### src/rtl/bp_pkg.sv
package bp_pkg;
  localparam int OPW = 4;

  typedef enum logic [OPW-1:0] {
    OP_ANDNOT  = 4'd0,
    OP_ORNOT   = 4'd1,
    OP_XNOR    = 4'd2,
    OP_PACKLO  = 4'd3,
    OP_PACKHI  = 4'd4,
    OP_PACKB   = 4'd5,
    OP_PACKWLO = 4'd6,
    OP_PACKWHI = 4'd7,
    OP_MIN     = 4'd8,
    OP_MAX     = 4'd9,
    OP_MINU    = 4'd10,
    OP_MAXU    = 4'd11,
    OP_SEXTB   = 4'd12,
    OP_SEXTH   = 4'd13
  } bp_op_e;
endpackage

### src/rtl/bp_logic.sv
module bp_logic #(
  parameter int XLEN = 64
) (
  input  logic [XLEN-1:0] a,
  input  logic [XLEN-1:0] b,
  output logic [XLEN-1:0] andn_o,
  output logic [XLEN-1:0] orn_o,
  output logic [XLEN-1:0] xnor_o,
  output logic [XLEN-1:0] sextb_o,
  output logic [XLEN-1:0] sexth_o
);
  function automatic logic [XLEN-1:0] f_sext8(input logic [7:0] v);
    return {{(XLEN-8){v[7]}}, v};
  endfunction

  function automatic logic [XLEN-1:0] f_sext16(input logic [15:0] v);
    return {{(XLEN-16){v[15]}}, v};
  endfunction

  assign andn_o  = a & ~b;
  assign orn_o   = a | ~b;
  assign xnor_o  = ~(a ^ b);
  assign sextb_o = f_sext8(a[7:0]);
  assign sexth_o = f_sext16(a[15:0]);
endmodule

### src/rtl/bp_pack.sv
module bp_pack #(
  parameter int XLEN = 64
) (
  input  logic [XLEN-1:0] a,
  input  logic [XLEN-1:0] b,
  output logic [XLEN-1:0] plo_o,
  output logic [XLEN-1:0] phi_o,
  output logic [XLEN-1:0] pbyte_o,
  output logic [XLEN-1:0] pwlo_o,
  output logic [XLEN-1:0] pwhi_o
);
  localparam int HALF = XLEN / 2;

  function automatic logic [XLEN-1:0] f_join16(input logic [15:0] lo,
                                               input logic [15:0] hi);
    logic [31:0] w;
    w = {hi, lo};
    return {{(XLEN-32){w[31]}}, w};
  endfunction

  assign plo_o   = {b[HALF-1:0], a[HALF-1:0]};
  assign phi_o   = {b[XLEN-1:HALF], a[XLEN-1:HALF]};
  assign pbyte_o = {{(XLEN-16){1'b0}}, b[7:0], a[7:0]};

  generate
    if (XLEN >= 64) begin : g_word
      assign pwlo_o = f_join16(a[15:0], b[15:0]);
      assign pwhi_o = f_join16(a[31:16], b[31:16]);
    end else begin : g_noword
      assign pwlo_o = '0;
      assign pwhi_o = '0;
    end
  endgenerate
endmodule

### src/rtl/bp_minmax.sv
module bp_minmax #(
  parameter int XLEN = 64
) (
  input  logic [XLEN-1:0] a,
  input  logic [XLEN-1:0] b,
  output logic            lt_s_o,
  output logic            lt_u_o,
  output logic [XLEN-1:0] min_o,
  output logic [XLEN-1:0] max_o,
  output logic [XLEN-1:0] minu_o,
  output logic [XLEN-1:0] maxu_o
);
  function automatic logic f_lt_signed(input logic [XLEN-1:0] x,
                                       input logic [XLEN-1:0] y);
    return $signed(x) < $signed(y);
  endfunction

  assign lt_s_o = f_lt_signed(a, b);
  assign lt_u_o = a < b;
  assign min_o  = lt_s_o ? a : b;
  assign max_o  = lt_s_o ? b : a;
  assign minu_o = lt_u_o ? a : b;
  assign maxu_o = lt_u_o ? b : a;
endmodule

### src/rtl/bitpack_alu.sv
module bitpack_alu #(
  parameter int XLEN = 64
) (
  input  logic            clk,
  input  logic            rst_n,
  input  logic            in_valid,
  input  logic [3:0]      in_op,
  input  logic [XLEN-1:0] in_a,
  input  logic [XLEN-1:0] in_b,
  output logic            out_valid,
  output logic [XLEN-1:0] out_result,
  output logic            out_illegal
);
  import bp_pkg::*;

  localparam bit HAS_WORD = (XLEN >= 64);

  bp_op_e op_e;
  assign op_e = bp_op_e'(in_op);

  logic [XLEN-1:0] andn_w, orn_w, xnor_w, sextb_w, sexth_w;
  logic [XLEN-1:0] plo_w, phi_w, pbyte_w, pwlo_w, pwhi_w;
  logic [XLEN-1:0] min_w, max_w, minu_w, maxu_w;
  logic            lt_s_w, lt_u_w;
  logic [XLEN-1:0] nxt_result;
  logic            nxt_illegal;

  bp_logic #(.XLEN(XLEN)) logic_i (
    .a(in_a), .b(in_b), .andn_o(andn_w), .orn_o(orn_w), .xnor_o(xnor_w),
    .sextb_o(sextb_w), .sexth_o(sexth_w)
  );

  bp_pack #(.XLEN(XLEN)) pack_i (
    .a(in_a), .b(in_b), .plo_o(plo_w), .phi_o(phi_w), .pbyte_o(pbyte_w),
    .pwlo_o(pwlo_w), .pwhi_o(pwhi_w)
  );

  bp_minmax #(.XLEN(XLEN)) mm_i (
    .a(in_a), .b(in_b), .lt_s_o(lt_s_w), .lt_u_o(lt_u_w),
    .min_o(min_w), .max_o(max_w), .minu_o(minu_w), .maxu_o(maxu_w)
  );

  always_comb begin
    nxt_illegal = 1'b0;
    nxt_result  = '0;
    case (op_e)
      OP_ANDNOT:  nxt_result = andn_w;
      OP_ORNOT:   nxt_result = orn_w;
      OP_XNOR:    nxt_result = xnor_w;
      OP_PACKLO:  nxt_result = plo_w;
      OP_PACKHI:  nxt_result = phi_w;
      OP_PACKB:   nxt_result = pbyte_w;
      OP_PACKWLO: begin
        if (HAS_WORD) nxt_result = pwlo_w;
        else          nxt_illegal = 1'b1;
      end
      OP_PACKWHI: begin
        if (HAS_WORD) nxt_result = pwhi_w;
        else          nxt_illegal = 1'b1;
      end
      OP_MIN:     nxt_result = min_w;
      OP_MAX:     nxt_result = max_w;
      OP_MINU:    nxt_result = minu_w;
      OP_MAXU:    nxt_result = maxu_w;
      OP_SEXTB:   nxt_result = sextb_w;
      OP_SEXTH:   nxt_result = sexth_w;
      default:    nxt_illegal = 1'b1;
    endcase
  end

  always_ff @(posedge clk) begin
    if (!rst_n) begin
      out_valid   <= 1'b0;
      out_result  <= '0;
      out_illegal <= 1'b0;
    end else begin
      out_valid <= in_valid;
      if (in_valid) begin
        out_result  <= nxt_result;
        out_illegal <= nxt_illegal;
      end
    end
  end
endmodule

### config.mk
export PLATFORM = sky130hd
export DESIGN_NAME = bitpack_alu
export DESIGN_NICKNAME = d
export VERILOG_FILES = /design/src/rtl/bp_pkg.sv /design/src/rtl/bp_logic.sv /design/src/rtl/bp_pack.sv /design/src/rtl/bp_minmax.sv /design/src/rtl/bitpack_alu.sv
export SDC_FILE = /design/constraint.sdc
export NUM_CORES = 1
export LEC_CHECK = 0
export ABC_AREA = 1
export BUFFER_PORTS_ARGS = -buffer_cell sky130_fd_sc_hd__clkbuf_2
export CELL_PAD_IN_SITES_DETAIL_PLACEMENT = 0
export CELL_PAD_IN_SITES_GLOBAL_PLACEMENT = 1
export CORE_ASPECT_RATIO = 1.4
export CORE_MARGIN = 2
export CORE_UTILIZATION = 35
export DETAILED_ROUTE_END_ITERATION = 7
export HOLD_SLACK_MARGIN = 0.12
export PLACE_DENSITY = 0.87
export SLEW_MARGIN = 0
export SYNTH_ARGS = -nofsm -noshare
export SYNTH_HDL_FRONTEND = slang
export SYNTH_SLANG_ARGS = --single-unit
### constraint.sdc
create_clock -name clk -period 2.57 [get_ports clk]
set_clock_uncertainty 0.1 [all_clocks]
set_input_delay 0.1285 -clock clk [delete_from_list [all_inputs] [get_ports clk]]
set_output_delay 0.1285 -clock clk [all_outputs]
set_load 0.01 [all_outputs]
==> impl_metrics.csv, run 1 <==
group,metric,value,unit
run_status,status,"completed",
setup_path,worstSetupPathType,"in -> reg",
yosys,synth_top_family_by_area,"simple AND/OR/NAND/NOR gates",
setup_path,cp_common_cell,"nand2_1",
hold_path,worstHoldEndpoint,"out_result[33]",
detailed_routing,vias,12000,
yosys,synthMuxAreaShare,0,
die,die_h,193,um
detailed_routing,wire_per_inst,20.1,um
detailed_routing,wl,44.3,mm
die,die-area,26800,um2
sta,period_minus_slack,2.48,ns
die,pin_count,201,
die,core_area,25200,um2
yosys,synthAdderAreaFrac,0.179,
hold_path,hold_start,"in_a[33]",
layout,n_antenna_cell,0,
die,rows,69,
layout,multi_input_area,6910,um2
sta,max_slew_margin,0.328,
pwr,p_clk_frac,0.283,
yosys,synth_nets,1673,
place,placedCellCount,2134,
pwr,cellInternalPower,0.00283,W
layout,n_fill_cell,2561,
global_route,grt_pass1_vias,12000,
layout,final_cells,2207,
global_route,grt_use_total,0.318,
yosys,synth_area_leaders,"ha_1, nand2_1, dfxtp_1",
sta,tightest_slew,0.998,ns
global_route,grtUsageMet2,0.573,
clock_tree,clk_latency,0.36,ns
yosys,ys_ff_latch,66,
yosys,synth_warnings,0,
setup_path,critPathTopFamily,"simple AND/OR/NAND/NOR gates",
setup_path,reg2reg_to,"out_result[5]",
pwr,swShare,0.390,
yosys,yosysUniqueCellTypes,36,
setup_path,path_cells,"clkbuf_2 > inv_1 > ha_1 > nand2_1 > nor3_2 > nand3_1 > nor3_4 > nand2_4 > nand2_8 > nand2_8 > nand3_4 > nand3_4 > buf_6 > buf_4 > nand2_1 > nand3_1 > nand2_1 > a21oi_2",
job,max_cap_viol_count,0,
setup_path,crit_required,2.69,ns
place,routabilityCongestion,0.994,
place,portBuffers,200,
clock_tree,clockRootBuffer,"clkbuf_16",
pwr,p_per_area,344,nW/um2
pwr,power.leakage,6.88,nW
global_route,antenna_found_initial,1,
layout,seqCellArea,1320,um2
clock_tree,clkTransAtPathRegs,0.06,ns
detailed_routing,drc,0,
yosys,yosys.area.top_type_share,0.179,
pwr,vdd_ir_drop_max,359,uV
hold_path,whs_path_depth,6,
global_route,overflow,0,
yosys,seq_area_frac_synth,0.148,
yosys,synth_compound_area_frac,0.237,
detailed_routing,initialDrtViolationCount,838,
clock_tree,htreeDepth,3,
detailed_routing,drtAntennaViolNets,0,
detailed_routing,first_pass_iters,5,
setup_path,path_max_fanout,6,
yosys,synth_xor_area_frac,0,
setup_path,cp_slowest_cell,"ha_1",
setup_path,end_kind,"flip-flop",
die,die_x,139,um
yosys,synthCells,1410,
setup_path,cp_slowest_stage_delay,0.34,ns
yosys,syn_avg_cell_area,6.34,um2
sta,fin_tns_setup,0,ns
place,dp_hpwl,33.7,mm
clock_tree,cts_max_path_buffers,2,
setup_path,reg2reg_slack,1.69,ns
pwr,switchingPower,0.00181,W
pwr,p_comb_frac,0.465,
sta,setup_viol,0,
sta,hold_viol,0,
global_route,grt_pass1_wl,65.9,mm
clock_tree,cts_tree,"yes",
setup_path,critPathBufInv,4,
yosys,yosys.area_share.simple,0.317,
pwr,power.total,0.00464,W
sta,fin_crit_sh,0.964,
setup_path,cp-start-kind,"input port",
pwr,seqPwrFrac,0.251,
yosys,synth_area,8930,um2
clock_tree,cts_buffers,9,
layout,layout.nets,2147,
layout,final_layout_size_suffix_gt1_frac,0.346,
clock_tree,clkSinkCount,66,
global_route,grt_use_met3,0.0383,
setup_path,cp.arrival,2.60,ns
layout,syn_to_final_growth,50.8,%
setup_path,reg2reg_from,"out_result[5]",
yosys,synth_largest_area_cell,"ha_1",
sta,slew_violations,0,
detailed_routing,viasPerCell,5.43,
hold_path,hold_class,"in -> reg",
global_route,top_usage_layer,"met2",
setup_path,ff2ff_path_depth,2,
sta,fmax,0.404,GHz
global_route,grt_max_degree,63,
die,start_util,0.354,
global_route,use_met1,0.361,
worst max path at each step:
stage	from	to	slack [ns]	cells past startpoint
floorplan	in_a[63]	out_result[11]	0.24	20
global placement	in_a[63]	out_result[0]	-0.50	17
detailed placement	in_a[63]	out_result[0]	-0.48	19
CTS	in_b[31]	out_result[0]	0.04	18
global route	in_a[29]	out_result[1]	-0.03	20
finish	in_a[35]	out_result[1]	0.09	18
cell type report:
class | instances | share of cell area
Sequential cell | 66 | 0.0981
Tap cell | 319 | 0.0296
Inverter | 187 | 0.0525
Clock inverter | 3 | 0.00297
Multi-Input combinational cell | 1087 | 0.513
Clock buffer | 12 | 0.0183
Timing Repair Buffer | 533 | 0.285
layout by cell type, fill, tap and decap left out, types with 18 or more instances in the layout:
cell type	Yosys	layout
ha_1	128	119
nand3_2	29	22
o221ai_1	34	34
a21oi_1	105	96
a21oi_2	20	29
dlygate4sd3_1	0	47
nand3_1	59	56
clkbuf_2	0	195
nand2_2	43	49
buf_4	7	273
nand2_1	386	375
a2111oi_0	20	20
o22ai_1	46	46
dfxtp_1	66	66
nor4_1	18	18
inv_1	181	173
o21ai_0	91	89
nor2_1	45	43
nor3_1	22	18
cell families after synthesis:
kind of cell	Yosys count
compound gates	341
fa+ha+maj	128
buf+inv	257
flops	66
simple gates	618
worst reg2reg max path: cells and delay by family (launching register included):
kind               cells  cell delay (ns)
AOI/OAI and AO/OA      1             0.13
DFF                    1             0.48
and+or+nand+nor        1             0.11
metal layers:
layer,part of all wire,routed length [um]
met5,0,0
met4,0.066,2940
met3,0.058,2550
met2,0.49,21600
met1,0.39,17100
cell usage after synthesis, drive strengths merged:
library cell and instances:
a2111oi 20, a211oi 3, a21oi 125, a221oi 3
a31oi 1, buf 28, clkbuf 42, dfxtp 66
ha 128, inv 187, nand2 430, nand3 90
nand4 7, nor2 48, nor3 24, nor3b 1
nor4 18, o2111ai 5, o211ai 9, o21a 3
o21ai 92, o221ai 34, o22ai 46
flip-flops by register name, summed over array words and instances (netlist names):
register,cells
out_valid,1
out_illegal,1
out_result,64
stage by stage:
step                area (um2)  setup WS (ns)   util  hold slack, ns
finish                   13500         0.0931  0.534           0.146
global route             13500        -0.0342  0.534           0.183
CTS                      13000         0.0354  0.514           0.135
detailed placement       12200         -0.482  0.483           0.264
global placement         12200         -0.495  0.483           0.259
floorplan                 8930          0.244      -           0.126
power by group through the flow:
stage / sequential, W / clock [W] / combinational, W
after CTS: 0.00117 / 0.00132 / 0.00200
after floorplan: 0.00121 / 0 / 0.000943
after global routing: 0.00117 / 0.00135 / 0.00234
after detailed placement: 0.00119 / 0 / 0.00192
final: 0.00117 / 0.00131 / 0.00216
after global placement: 0.00119 / 0 / 0.00190
repair_timing:
item | CTS | global route
gates cloned | 0 | 3
hold buffers | 47 | 0
gates resized for setup | 5 | 82
buffers inserted | 0 | 8
endpoints found under the hold margin | 38 | 0
endpoints found under the setup margin | 61 | 64
pin swaps | 0 | 24
Power figures use the tool's default switching activity.
==> run 2, diff against run 1 <==
Settings changed: CORE_UTILIZATION 35 to 39, PLACE_DENSITY 0.87 to 0.94.
Clock period 2.57 ns to 2.4 ns, I/O delays scaled along.
==> impl_metrics.csv, run 2 (synthesis gave the netlist of run 1 again) <==
group,metric,value,unit
layout,n_antenna_cell,0,
layout,final_cell_area,14000,um2
layout,top_register,"out_result",
layout,layout.nets,2157,
place,dp_hpwl,30.3,mm
hold_path,hold_start,"in_b[30]",
setup_path,reg2reg_to,"out_result[9]",
detailed_routing,wire_per_inst,19.4,um
sta,hold_viol,0,
clock_tree,cts_max_path_buffers,2,
global_route,overflow,0,
setup_path,reg2reg_from,"out_result[9]",
sta,max_slew_margin,0.364,
sta,fin_tns_setup,-2.22,ns
clock_tree,clockRootBuffer,"clkbuf_16",
detailed_routing,initialDrtViolationCount,1371,
clock_tree,cts_buffers,9,
place,routabilityCongestion,1.07,
detailed_routing,viasPerCell,5.68,
run_status,failed_checks,"setup timing",
detailed_routing,first_pass_iters,6,
clock_tree,cts_tree,"yes",
sta,slew_violations,0,
detailed_routing,wl,42.7,mm
die,core_area,22500,um2
sta,fin_crit_sh,1.05,
clock_tree,clkTransAtPathRegs,0.06,ns
layout,final_layout_size_suffix_gt1_frac,0.381,
sta,tightest_slew,0.930,ns
layout,layout_commonest_cell,"nand2_1",
layout,reg_top3,"out_result (64), out_illegal (1), out_valid (1)",
pwr,power.leakage,7.03,nW
die,pin_count,201,
global_route,grt_max_degree,64,
run_status,status,"finished, violations left",
setup_path,cp-start-kind,"input port",
detailed_routing,vias,12500,
layout,largest_reg_flops,64,
die,start_util,0.397,
layout,syn_to_final_growth,56.8,%
die,die-area,24200,um2
clock_tree,clk_latency,0.36,ns
die,rows,65,
global_route,grt_pass1_wl,61.1,mm
pwr,p_per_area,372,nW/um2
detailed_routing,drtAntennaViolNets,0,
setup_path,path_max_fanout,13,
sta,grt_setup_unrepaired,"yes",
sta,setup_viol,55,
sta,period_minus_slack,2.51,ns
setup_path,crit_required,2.54,ns
die,die_x,132,um
hold_path,hold_class,"in -> reg",
pwr,vdd_ir_drop_max,365,uV
sta,whs,0.116,ns
setup_path,worstSetupPathType,"in -> reg",
global_route,antenna_found_initial,0,
setup_path,end_kind,"flip-flop",
global_route,grt_pass1_vias,12000,
clock_tree,htreeDepth,3,
global_route,grt_use_total,0.319,
setup_path,reg2reg_slack,1.59,ns
hold_path,worstHoldEndpoint,"out_result[30]",
setup_path,ff2ff_path_depth,2,
place,portBuffers,200,
layout,n_fill_cell,1964,
hold_path,whs_path_depth,5,
die,die_h,183,um
layout,mostFrequentLayoutCells,"nand2_1, buf_4, clkbuf_2",
clock_tree,clkSinkCount,66,
job,max_cap_viol_count,0,
setup_path,cp.arrival,2.65,ns
place,place_area,12300,um2
sta,fmax,0.398,GHz
sta,setup_ws,-0.110,ns
detailed_routing,drc,0,
## run 2: cell count changes in the layout (fill, tap and decap cells not counted), sizes merged
cell         previous run  this run
clkinv                  2         1
dlygate4sd3            47        41
clkbuf                210       202
bufinv                  1         2
clkinvlp                0         2
inv                   187       188
buf                   288       309
nand3                  90        91
## run 2: where the power goes
part,total [W],internal [W],switching [W]
clock network,0.00153,0.000940,0.000586
logic,0.00245,0.00109,0.00137
registers,0.00124,0.00118,0.0000509
total,0.00522,0.00321,0.00200
## run 2: how the worst max path moves through the flow
stage	endpoint	slack [ns]	start	cells past startpoint
final	out_result[10]	-0.11	in_a[63]	20
after global routing	out_result[6]	-0.17	in_a[31]	19
after CTS	out_result[17]	-0.009	in_a[30]	19
after detailed placement	out_result[49]	-0.54	in_a[63]	17
after global placement	out_result[45]	-0.49	in_a[30]	19
after floorplan	out_result[11]	0.08	in_a[63]	20
## run 2: critical path: stages
cell and delay (ns):
buf_6 0.12, inv_4 0.05, ha_4 0.30, nand2_4 0.07
inv_4 0.05, nand3_4 0.08, nor2_4 0.18, nand3_4 0.14
nor3_4 0.26, nand2_4 0.13, buf_4 0.16, nand3_2 0.10
nand2_1 0.09, inv_2 0.10, nand3_4 0.15, buf_12 0.20
nand2_1 0.08, nand3_2 0.12, nand2_2 0.09, a21oi_2 0.06
## run 2: metal layers
layer	up-vias	wire length (um)	track usage
met5	-	0	0
met4	0	3600	0.244
met3	230	4140	0.0525
met2	824	19600	0.535
met1	5682	15300	0.363
li1	5760	-	-
## run 2: repair_timing
action                                 CTS  global route
hold buffers                            41             0
cloned                                   0             7
gates resized for setup                 11           170
buffers inserted                         0            10
setup endpoints to repair               63            63
pin swaps                                1            54
endpoints found under the hold margin   35             0
## run 2: through the flow
step	total power (W)	setup WS, ns	std cells	util
global placement	0.00326	-0.486	2126	0.544
floorplan	0.00230	0.0828	1410	-
CTS	0.00490	-0.00939	2183	0.580
global route	0.00544	-0.174	2200	0.622
detailed placement	0.00331	-0.538	2126	0.544
finish	0.00522	-0.110	2200	0.622
## run 2: layout make-up
cell class                 count  area (um2)  share of cell area
inverter                     187         714              0.0510
sequential                    66        1320              0.0943
tap                          301         377              0.0269
clock buffer                  10         239              0.0171
clock inverter                 6        88.8             0.00634
timing repair buffer         542        4020               0.287
multi-input combinational   1088        7250               0.518
==> run 3, diff against run 2 <==
Settings changed: CORE_UTILIZATION 39 to 42, PLACE_DENSITY 0.94 to 0.95.
Clock period 2.4 ns to 2.9 ns, I/O delays scaled along.
==> impl_metrics.csv, run 3 (synthesis gave the netlist of run 1 again) <==
group,metric,value,unit
run_status,status,"finished, violations left",
run_status,failed_checks,"setup timing",
place,dp_hpwl,30.2,mm
setup_path,cp_slowest_stage_delay,0.55,ns
pwr,p_per_area,333,nW/um2
clock_tree,clkTransAtPathRegs,0.07,ns
setup_path,reg2reg_slack,2.06,ns
die,die_h,177,um
layout,top_register,"out_result",
detailed_routing,wl,41.8,mm
clock_tree,clkSinkCount,66,
sta,hold_viol,0,
setup_path,path_max_fanout,6,
hold_path,hold_class,"in -> reg",
detailed_routing,viasPerCell,5.86,
die,start_util,0.425,
setup_path,critPathTopFamily,"simple AND/OR/NAND/NOR gates",
sta,max_slew_margin,0.454,
sta,setup_viol,1,
job,max_cap_viol_count,0,
pwr,power.total,0.00435,W
global_route,grt_pass1_vias,11000,
hold_path,worstHoldEndpoint,"out_result[47]",
clock_tree,cts_buffers,9,
global_route,antenna_found_initial,0,
place,portBuffers,200,
setup_path,cp_slowest_cell,"dlygate4sd3_1",
setup_path,ff2ff_path_depth,2,
layout,layout_commonest_cell,"nand2_1",
die,die_x,127,um
place,placedCellCount,1887,
die,pin_count,201,
pwr,power.leakage,6.46,nW
sta,period_minus_slack,2.90,ns
hold_path,whs_path_depth,5,
clock_tree,clockRootBuffer,"clkbuf_16",
sta,tightest_slew,0.799,ns
sta,fin_tns_setup,-0.00215,ns
layout,largest_reg_flops,64,
global_route,grt_pass1_wl,59.5,mm
setup_path,cp.arrival,3.03,ns
setup_path,end_kind,"flip-flop",
pwr,vdd_ir_drop_max,326,uV
detailed_routing,first_pass_iters,5,
setup_path,reg2reg_from,"out_result[7]",
place,routabilityCongestion,1.03,
layout,n_antenna_cell,0,
setup_path,cp-start-kind,"input port",
sta,setup_ws,-0.00215,ns
layout,n_fill_cell,1896,
sta,slew_violations,0,
setup_path,crit_required,3.03,ns
die,die-area,22500,um2
detailed_routing,drtAntennaViolNets,0,
setup_path,reg2reg_to,"out_result[7]",
setup_path,path_cells,"dlygate4sd3_1 > buf_6 > ha_4 > nand2_1 > nand2_1 > nand3_1 > nand2_1 > nand2_1 > nand2_1 > a21oi_2 > nand2_2 > nand2_4 > nand2_8 > nand2_4 > nand2_2 > inv_2 > nand3_4 > clkbuf_16 > buf_4 > nand2_2 > nand3_2 > nand2_2 > a21oi_2",
setup_path,cp_common_cell,"nand2_1",
layout,final_cells,1998,
die,rows,63,
layout,final_core_util,0.620,
layout,reg_top3,"out_result (64), out_illegal (1), out_valid (1)",
die,core_area,21000,um2
setup_path,worstSetupPathType,"in -> reg",
global_route,overflow,0,
sta,fmax,0.345,GHz
clock_tree,cts_max_path_buffers,2,
layout,final_layout_size_suffix_gt1_frac,0.311,
setup_path,critPathBufInv,5,
detailed_routing,drc,0,
hold_path,hold_start,"in_b[47]",
global_route,grt_max_degree,38,
clock_tree,htreeDepth,3,
clock_tree,cts_tree,"yes",
detailed_routing,initialDrtViolationCount,1061,
detailed_routing,vias,11700,
clock_tree,clk_latency,0.35,ns
detailed_routing,wire_per_inst,20.9,um
sta,fin_crit_sh,1.00,
layout,mostFrequentLayoutCells,"nand2_1, clkbuf_2, inv_1",
global_route,grt_use_total,0.339,
layout,layout.nets,1996,
layout,syn_to_final_growth,46.0,%
run 3: per-layer routing:
layer | vias to the layer above | part of all wire | track usage
met5 | - | 0 | 0
met4 | 0 | 0.080 | 0.219
met3 | 172 | 0.073 | 0.0409
met2 | 688 | 0.48 | 0.586
met1 | 5425 | 0.37 | 0.393
li1 | 5420 | - | -
run 3: worst max path at each step:
stage | from | to | slack [ns] | depth (start not counted)
2_1_floorplan | in_a[63] | out_result[11] | 0.56 | 20
3_5_place_dp | in_a[63] | out_result[55] | -0.1 | 18
4_1_cts | in_b[8] | out_result[55] | 0.007 | 22
5_1_grt | in_b[16] | out_result[10] | -0.06 | 24
6_report | in_b[17] | out_result[10] | -0.002 | 23
3_3_place_gp | in_a[30] | out_result[58] | -0.1 | 18
run 3: cell type report:
type,instances,area (um2),area share
Sequential cell,66,1320,0.101
Clock buffer,10,239,0.0183
Tap cell,260,325,0.0249
Inverter,187,707,0.0542
Clock inverter,6,136,0.0105
Timing Repair Buffer,382,3040,0.233
Multi-Input combinational cell,1087,7280,0.558
run 3: through the flow:
stage | area (um2) | hold slack [ns] | worst slack [ns]
3_3_place_gp | 10700 | 0.274 | -0.0958
5_1_grt | 13000 | 0.134 | -0.0638
3_5_place_dp | 10700 | 0.281 | -0.0983
2_1_floorplan | 8930 | 0.143 | 0.558
6_report | 13000 | 0.118 | -0.00215
4_1_cts | 11900 | 0.121 | 0.00651
run 3: tightest hold or removal path, cell delays in order:
cell	delay [ns]
clkbuf_2	0.11
nand2_1	0.07
nand3_1	0.09
nand2_1	0.07
a21oi_1	0.05
run 3: repair_timing:
item,CTS,global route
hold buffers,80,0
resized for setup,0,243
setup endpoints to repair,0,64
hold endpoints to repair,51,0
setup buffers,0,19
run 3: report_power, final:
part	total (W)	internal, W	switching [W]
Sequential	0.00103	0.000980	0.0000462
Combinational	0.00187	0.000783	0.00109
Clock	0.00145	0.000955	0.000498
